### config.mk
export PLATFORM = sky130hd
export DESIGN_NAME = asram_ctrl
export DESIGN_NICKNAME = d
export VERILOG_FILES = /design/src/rtl/asram_pkg.sv /design/src/rtl/asram_cycle_timer.sv /design/src/rtl/asram_lane_capture.sv /design/src/rtl/asram_seq.sv /design/src/rtl/asram_ctrl.sv
export SDC_FILE = /design/constraint.sdc
export NUM_CORES = 1
export LEC_CHECK = 0
export CORE_ASPECT_RATIO = 0.5
export CORE_UTILIZATION = 38
export DETAILED_ROUTE_END_ITERATION = 7
export PLACE_DENSITY_LB_ADDON = 0.2
export SKIP_LAST_GASP = 1
export SLEW_MARGIN = 20
export SYNTH_ARGS = -nofsm -noshare
export SYNTH_HDL_FRONTEND = slang
export SYNTH_SLANG_ARGS = --single-unit
### constraint.sdc
create_clock -name clk -period 1.6 [get_ports clk]
set_input_delay 0.4 -clock clk [delete_from_list [all_inputs] [get_ports clk]]
set_output_delay 0.4 -clock clk [all_outputs]
set_load 0.05 [all_outputs]
### src/rtl/asram_pkg.sv
package asram_pkg;

  localparam int unsigned WORD_W = 16;
  localparam int unsigned LANES  = WORD_W / 8;

  typedef enum logic [2:0] {
    ST_IDLE,
    ST_READ,
    ST_WSET,
    ST_WPUL,
    ST_WEND,
    ST_TURN
  } seq_state_e;

  function automatic int unsigned ns_to_cycles(input int unsigned ns, input int unsigned period);
    return (ns + period - 1) / period;
  endfunction

  function automatic int unsigned floor_one(input int unsigned v);
    return (v == 0) ? 1 : v;
  endfunction

  function automatic int unsigned larger(input int unsigned a, input int unsigned b);
    return (a > b) ? a : b;
  endfunction

endpackage

### src/rtl/asram_cycle_timer.sv
module asram_cycle_timer #(
  parameter int unsigned CW = 4
) (
  input  logic          clk,
  input  logic          rst_n,
  input  logic          load,
  input  logic [CW-1:0] load_val,
  output logic          done
);
  logic [CW-1:0] cnt_q;

  always_ff @(posedge clk or negedge rst_n) begin
    if (!rst_n)             cnt_q <= '0;
    else if (load)          cnt_q <= load_val;
    else if (cnt_q != '0)   cnt_q <= cnt_q - 1'b1;
  end

  assign done = (cnt_q == '0);
endmodule

### src/rtl/asram_lane_capture.sv
module asram_lane_capture #(
  parameter int unsigned NLANE = 2
) (
  input  logic               clk,
  input  logic               rst_n,
  input  logic               capture,
  input  logic [NLANE-1:0]   lane_sel_n,
  input  logic [NLANE*8-1:0] bus_in,
  output logic               out_valid,
  output logic [NLANE*8-1:0] out_data
);
  always_ff @(posedge clk or negedge rst_n) begin
    if (!rst_n) out_valid <= 1'b0;
    else        out_valid <= capture;
  end

  for (genvar g = 0; g < NLANE; g++) begin : g_lane
    always_ff @(posedge clk or negedge rst_n) begin
      if (!rst_n)
        out_data[g*8 +: 8] <= 8'h00;
      else if (capture)
        out_data[g*8 +: 8] <= lane_sel_n[g] ? 8'h00 : bus_in[g*8 +: 8];
    end
  end
endmodule

### src/rtl/asram_seq.sv
module asram_seq
  import asram_pkg::*;
#(
  parameter int unsigned AW     = 17,
  parameter int unsigned CW     = 4,
  parameter int unsigned RD_CYC = 7,
  parameter int unsigned WP_CYC = 6,
  parameter int unsigned TA_CYC = 3
) (
  input  logic              clk,
  input  logic              rst_n,
  input  logic              req_valid,
  input  logic              req_write,
  input  logic [AW-1:0]     req_addr,
  input  logic [WORD_W-1:0] req_wdata,
  input  logic [LANES-1:0]  req_be,
  input  logic              tmr_done,
  output logic              tmr_load,
  output logic [CW-1:0]     tmr_val,
  output logic              idle,
  output logic              capture,
  output logic              cs_n,
  output logic              we_n,
  output logic              oe_n,
  output logic [LANES-1:0]  sel_n,
  output logic [AW-1:0]     addr,
  output logic [WORD_W-1:0] dout,
  output logic              drive
);
  localparam logic [CW-1:0] RD_LOAD = CW'(RD_CYC - 1);
  localparam logic [CW-1:0] WP_LOAD = CW'(WP_CYC - 1);
  localparam logic [CW-1:0] TA_LOAD = CW'(TA_CYC - 1);

  seq_state_e st_q;
  logic       take;

  assign idle    = (st_q == ST_IDLE);
  assign take    = idle && req_valid;
  assign capture = (st_q == ST_READ) && tmr_done;

  always_comb begin
    tmr_load = 1'b0;
    tmr_val  = '0;
    if (take && !req_write) begin
      tmr_load = 1'b1;
      tmr_val  = RD_LOAD;
    end else if (st_q == ST_WSET) begin
      tmr_load = 1'b1;
      tmr_val  = WP_LOAD;
    end else if (capture) begin
      tmr_load = 1'b1;
      tmr_val  = TA_LOAD;
    end
  end

  always_ff @(posedge clk or negedge rst_n) begin
    if (!rst_n) begin
      st_q  <= ST_IDLE;
      cs_n  <= 1'b1;
      we_n  <= 1'b1;
      oe_n  <= 1'b1;
      sel_n <= '1;
      addr  <= '0;
      dout  <= '0;
      drive <= 1'b0;
    end else begin
      unique case (st_q)
        ST_IDLE: if (req_valid) begin
          addr  <= req_addr;
          cs_n  <= 1'b0;
          sel_n <= ~req_be;
          if (req_write) begin
            dout  <= req_wdata;
            drive <= 1'b1;
            st_q  <= ST_WSET;
          end else begin
            oe_n  <= 1'b0;
            st_q  <= ST_READ;
          end
        end
        ST_READ: if (tmr_done) begin
          cs_n  <= 1'b1;
          oe_n  <= 1'b1;
          sel_n <= '1;
          st_q  <= ST_TURN;
        end
        ST_WSET: begin
          we_n <= 1'b0;
          st_q <= ST_WPUL;
        end
        ST_WPUL: if (tmr_done) begin
          we_n <= 1'b1;
          st_q <= ST_WEND;
        end
        ST_WEND: begin
          cs_n  <= 1'b1;
          sel_n <= '1;
          drive <= 1'b0;
          st_q  <= ST_IDLE;
        end
        ST_TURN: if (tmr_done) st_q <= ST_IDLE;
        default: st_q <= ST_IDLE;
      endcase
    end
  end
endmodule

### src/rtl/asram_ctrl.sv
module asram_ctrl
  import asram_pkg::*;
#(
  parameter int unsigned AW        = 17,
  parameter int unsigned CLK_NS    = 8,
  parameter int unsigned ACCESS_NS = 55,
  parameter int unsigned WPULSE_NS = 45,
  parameter int unsigned DSETUP_NS = 25,
  parameter int unsigned FLOAT_NS  = 20
) (
  input  logic              clk,
  input  logic              rst_n,
  input  logic              req_valid,
  output logic              req_ready,
  input  logic              req_write,
  input  logic [AW-1:0]     req_addr,
  input  logic [WORD_W-1:0] req_wdata,
  input  logic [LANES-1:0]  req_be,
  output logic              rsp_valid,
  output logic [WORD_W-1:0] rsp_rdata,
  output logic              mem_cs_n,
  output logic              mem_we_n,
  output logic              mem_oe_n,
  output logic              mem_lb_n,
  output logic              mem_ub_n,
  output logic [AW-1:0]     mem_addr,
  output logic [WORD_W-1:0] mem_dq_o,
  output logic              mem_dq_oe,
  input  logic [WORD_W-1:0] mem_dq_i
);
  localparam int unsigned RD_CYC = floor_one(ns_to_cycles(ACCESS_NS, CLK_NS));
  localparam int unsigned WP_CYC = floor_one(larger(ns_to_cycles(WPULSE_NS, CLK_NS),
                                                    ns_to_cycles(DSETUP_NS, CLK_NS)));
  localparam int unsigned TA_CYC = floor_one(ns_to_cycles(FLOAT_NS, CLK_NS));
  localparam int unsigned MAXC   = larger(RD_CYC, larger(WP_CYC, TA_CYC));
  localparam int unsigned CW     = $clog2(MAXC + 1);

  logic             tmr_load, tmr_done, capture;
  logic [CW-1:0]    tmr_val;
  logic [LANES-1:0] sel_n;

  asram_cycle_timer #(.CW(CW)) u_timer (
    .clk(clk), .rst_n(rst_n), .load(tmr_load), .load_val(tmr_val), .done(tmr_done)
  );

  asram_seq #(
    .AW(AW), .CW(CW), .RD_CYC(RD_CYC), .WP_CYC(WP_CYC), .TA_CYC(TA_CYC)
  ) u_seq (
    .clk(clk), .rst_n(rst_n),
    .req_valid(req_valid), .req_write(req_write), .req_addr(req_addr),
    .req_wdata(req_wdata), .req_be(req_be),
    .tmr_done(tmr_done), .tmr_load(tmr_load), .tmr_val(tmr_val),
    .idle(req_ready), .capture(capture),
    .cs_n(mem_cs_n), .we_n(mem_we_n), .oe_n(mem_oe_n), .sel_n(sel_n),
    .addr(mem_addr), .dout(mem_dq_o), .drive(mem_dq_oe)
  );

  asram_lane_capture #(.NLANE(LANES)) u_cap (
    .clk(clk), .rst_n(rst_n), .capture(capture), .lane_sel_n(sel_n),
    .bus_in(mem_dq_i), .out_valid(rsp_valid), .out_data(rsp_rdata)
  );

  assign mem_lb_n = sel_n[0];
  assign mem_ub_n = sel_n[1];
endmodule

## Word-level counts from Yosys, hierarchy flattened

Cells that the tools add are included.

| word-level totals | value |
|---|---|
| register bits after elaboration | 62 |
| input bits | 55 |
| output and inout bits | 57 |
| word-level logic and storage cells | 73 |

| cells by class | value |
|---|---|
| add/subtract/negate cells | 1 |
| equality and inequality tests | 11 |
| multiplexer cells | 29 |
| bitwise logic cells | 1 |
| reductions and logical operators | 19 |

Operators by type and width:

| kind | number |
|---|---|
| $mux 3 | 8 |
| $mux 8 | 2 |
| $pmux 3 s5 | 1 |
| $mux 1 | 9 |
| $reduce_and 3->1 | 3 |
| $mux 2 | 4 |
| $reduce_and 4->1 | 2 |
| $reduce_bool 2->1 | 4 |
| $eq 3x2->1 const B | 2 |
| $eq 3x3->1 const B | 2 |
| $logic_not 3->1 | 2 |
| $ne 2x1->1 const B | 3 |
| $ne 2x2->1 const B | 3 |
| $pmux 1 s2 | 3 |
| $pmux 2 s3 | 1 |
| $reduce_bool 3->1 | 2 |
| $reduce_and 2->1 | 2 |
| $eq 3x1->1 const B | 1 |
| $logic_and 1x1->1 | 3 |
| $pmux 1 s3 | 1 |
| $sub 3x1->3 const B | 1 |
| $not 2->2 | 1 |
| $logic_not 1->1 | 1 |

## Logic depth before layout (Yosys ltp)

| logic depth | value |
|---|---|
| word-level depth | 6 |
| mapped depth | 7 |
| depth with buffers taken out | 6 |

## Hierarchy

From an unflattened synthesis, not the netlist that was laid out.

| unflattened totals | value |
|---|---|
| cell total of the unflattened synthesis | 208 |
| area total of the unflattened synthesis | 2716.4 sq um |

By module, submodules not included:

| module | instances | cells an instance | area each (sq um) | sequential area each (sq um) |
|---|---|---|---|---|
| asram_seq | 1 | 119 | 1810.5 | 1057.3 |
| asram_lane_capture | 1 | 68 | 705.7 | 425.4 |
| asram_cycle_timer | 1 | 21 | 200.2 | 75.1 |

## Worst setup path after synthesis

No wires, ideal clock.

| timing path | value |
|---|---|
| path kind | register -> register |
| start point | register u_seq.st_q[2] |
| end point | register u_seq.dout[10] |
| library setup time | 0.125 ns |
| data arrival time | 1.833 ns |
| required time | 1.475 ns |
| slack | -0.358 ns |
| stages on the path, launching flop included | 7 |
| path buffers | 3 |
| period minus slack after synthesis | 1.958 ns |
| cells stage by stage | dfrtp_1 -> buf_6 -> nor3_4 -> and3_1 -> buf_6 -> buf_6 -> mux2_2 |

| between the ends | value |
|---|---|
| word-level cells in the longest chain between the ends | 2 |

RTL lines:

| element | RTL line | RTL |
|---|---|---|
| from (decl) | asram_seq.sv:34 | `seq_state_e st_q;` |
| from (signal assigned) | asram_seq.sv:58 | `st_q <= ST_IDLE;` |
| from (signal assigned) | asram_seq.sv:75 | `st_q <= ST_WSET;` |
| from (signal assigned) | asram_seq.sv:78 | `st_q <= ST_READ;` |
| $logic_not 3->1 | -- |  |
| net req_ready | asram_ctrl.sv:14 | `output logic req_ready,` |
| $reduce_and 3->1 (no line) | -- |  |
| to (signal assigned) | asram_seq.sv:73 | `dout <= req_wdata;` |
| to (decl) | asram_seq.sv:27 | `output logic [WORD_W-1:0] dout,` |

The timed path passes the listed nets, and every way through them passes these cells.
A chain may end at the register's enable or synchronous reset.

## Final worst setup path

| timing path | value |
|---|---|
| start point | register u_seq.st_q[0] |
| end point | output req_ready |

| between the ends | value |
|---|---|
| word-level cells in the longest chain between the ends | 1 |

RTL lines:

| element | RTL line | RTL |
|---|---|---|
| $logic_not 3->1 | asram_seq.sv:37 | `assign idle = (st_q == ST_IDLE);` |
| to (decl) | asram_ctrl.sv:14 |  |

No other way between the ends.

==> run metrics <==
Yosys cell types=30; PD cells=2549 nW/um^2; origin of the worst setup path=u_seq.st_q[0]; GRT Util Overall=0.1862; Layout Skew=0.005781 ns; Hold WS=0.5005 ns; Syn-to-layout area delta=93.09%; Worst-Skew Late Latency=0.32 ns; largest cells by area after synthesis=dfrtp_1 (55%), mux2_2 (14%), dfstp_2 (5.1%); area of the core=6306 um^2; FMAX=0.6273 GHz; Multi-input gate area=973.4 um^2; Static Leakage=2.206 nW; fin crit share=0.9964; Worst Reg2Reg Path Length in Cells=8; IO buf count=111; Worst EP arrival=1.19 ns; sequential element share of the synthesized area=0.6014; Peak VDD IR=1.359 mV; Main synth FF type=dfrtp_1; Post-Synthesis Cells=204; Yosys reg bits=62; Final nets=396; most numerous cell in the Yosys netlist=dfrtp_1; CP startpoint kind=flop; EDFF count, synth=0; Crit Reg-Reg Endpoint=u_cap.out_data[6]; initial antenna violation count=0; post-synth top area cell=dfrtp_1; pre-CTS setup slack=-0.1379 ns; CP Max Fanout=2; CP Capture Type=output pin; critical path class=flop to output pin; synthesized net count=261; Post-Synth Adder-Cell Area=0.009662; Root Buffer=clkbuf_16; Filler Cells Inserted=369; fin util=0.7931; fin worst setup slack=0.005747 ns; chip width=118.8 um; WL per Instance=16.14 um; Inserted Clock Buffers=9; Synth Area in Simple Gates=0.1005; area share of the largest cell type after synthesis=0.5507; register area=1558 um^2; run status=complete, no violations; Die ar.=7170 um^2; DRT Pass-1 Iters=4; DRT met1 WL=2835 um; final setup fails=0; post-route ant nets=0; H-tree levels=3; minimum clock period=1.594 ns; largest family of logic cells by synthesized area=multiplexers; asr flop ratio synth=1.000; Initial Util=0.4107; Pins Over Slew Limit=0; Synth Area in Compound Gates=0.07536; Worst EP required=1.20 ns; type of the tightest min-delay check=input pin to asynchronous set/reset pin; Die Height=60.38 um; Top Metal Used=met4; GPL Wtd Cong=0.7662; final-report hold violation count=0; Post-Synth XOR/XNOR Area=0.006763; YS warnings=0; routed length on met2=3572 um; reg2reg start=u_timer.cnt_q[0]; vias per inst=4.833; Worst slew margin=0.7844; DRC Markers=0; vias in the first global route=2141; I/O Pins=112; Commonest cells post-synth=dfrtp_1 (57), mux2_2 (33), inv_1 (21), o21ai_0 (20), nand3b_1 (17); worst-margin pin slew=0.3234 ns; via count=2083; Detailed Route WL=6957 um; antenna fix cells=0; fraction of layout cells with a size suffix above 1=0.4140; Syn Std Cell Area=2590 um^2; max-cap viol count=0; Rows=20; DPL Wire Length=4540 um; Worst R2R Setup Slack=0.006 ns; GRT overflow=0; DRT iter0 DRCs=68; clock tree buffer depth=2; CTS tree=done; total power=0.01275 W; WL met3=462 um; Avg Inst Size Synth=12.70 um^2; Reg clk slew, reported paths=0.05 ns; clock sink count=62; global-route wire length before repair=9942 um; mux cell area share after synthesis=0.1473; unrepaired setup endpoints after global routing=yes; largest net degree at the start of global routing=51
## sequential cells by signal (all words and copies together) (netlist names), 2 cells and up
register	cells
u_seq.sel_n	2
u_seq.addr	17
u_seq.st_q	3
u_cap.out_data	16
u_seq.dout	16
u_timer.cnt_q	3
## stage by stage
stage | TNS [ns] | instances | instance area, um^2
floorplan | -8.220 | 204 | 2590
global placement | -1.686 | 406 | 4451
detailed placement | -2.449 | 406 | 4451
CTS | -0.01830 | 424 | 4755
global route | -0.3389 | 431 | 5001
finish | 0 | 431 | 5001
## per-layer routing
metal	vias up	GRT usage
li1	962	-
met1	1045	0.1958
met2	69	0.3342
met3	7	0.07895
met4	0	0.09765
met5	-	0
## area by class of cell
| cell class | instances | share of cell area |
|---|---|---|
| Sequential cell | 62 | 0.3115 |
| Inverter | 21 | 0.01576 |
| Timing Repair Buffer | 134 | 0.4010 |
| Clock inverter | 4 | 0.004503 |
| Tap cell | 88 | 0.02202 |
| Clock buffer | 11 | 0.05054 |
| Multi-Input combinational cell | 111 | 0.1946 |
## critical path, cell delays in order (launching register included)
cell and delay (ns):
dfrtp_1 0.40, nor3_4 0.21, buf_6 0.13, buf_12 0.13
## cell families (layout without fill, tap and decap cells)
group                      count (synthesis)  after routing
xor gates and xnor gates                   2              2
buffers and inverters                     31            170
AOI/OAI and AO/OA                         33             33
DFF                                       62             62
and+or+nand+nor                           40             40
adders and majority gates                  2              2
muxes                                     34             34
## layout by cell type, fill, tap and decap left out, types with 11 or more instances in the layout
master and instances:
buf_12 62, dfrtp_1 57, clkdlybuf4s50_1 53, inv_1 19, o21ai_0 19, mux2_2 17, nand3b_1 17, mux2_4 16
clkbuf_16 14, buf_4 11
## worst max path at each step
stage | to | slack, ns | cells after the start
after floorplan | u_seq.dout[10] | -0.36 | 6
after global placement | u_seq.dout[5] | -0.11 | 4
after detailed placement | u_seq.dout[12] | -0.14 | 4
after CTS | req_ready | -0.02 | 3
after global routing | req_ready | -0.06 | 3
final | req_ready | 0.006 | 3
## repair_timing
action                                  CTS  global route
gates cloned                              0             5
hold endpoints to repair                 12             0
hold buffers                              1             0
setup buffers                             2             2
resized for setup                         1            26
endpoints found under the setup margin    1            22
pin swaps                                 1             3
## where the power goes
part	switching (W)	internal (W)	leakage, nW
Sequential	0.000888	0.00240	0.761
Clock	0.000635	0.00111	0.137
Combinational	0.00374	0.00398	1.31
(Power assumes the default switching activity.)
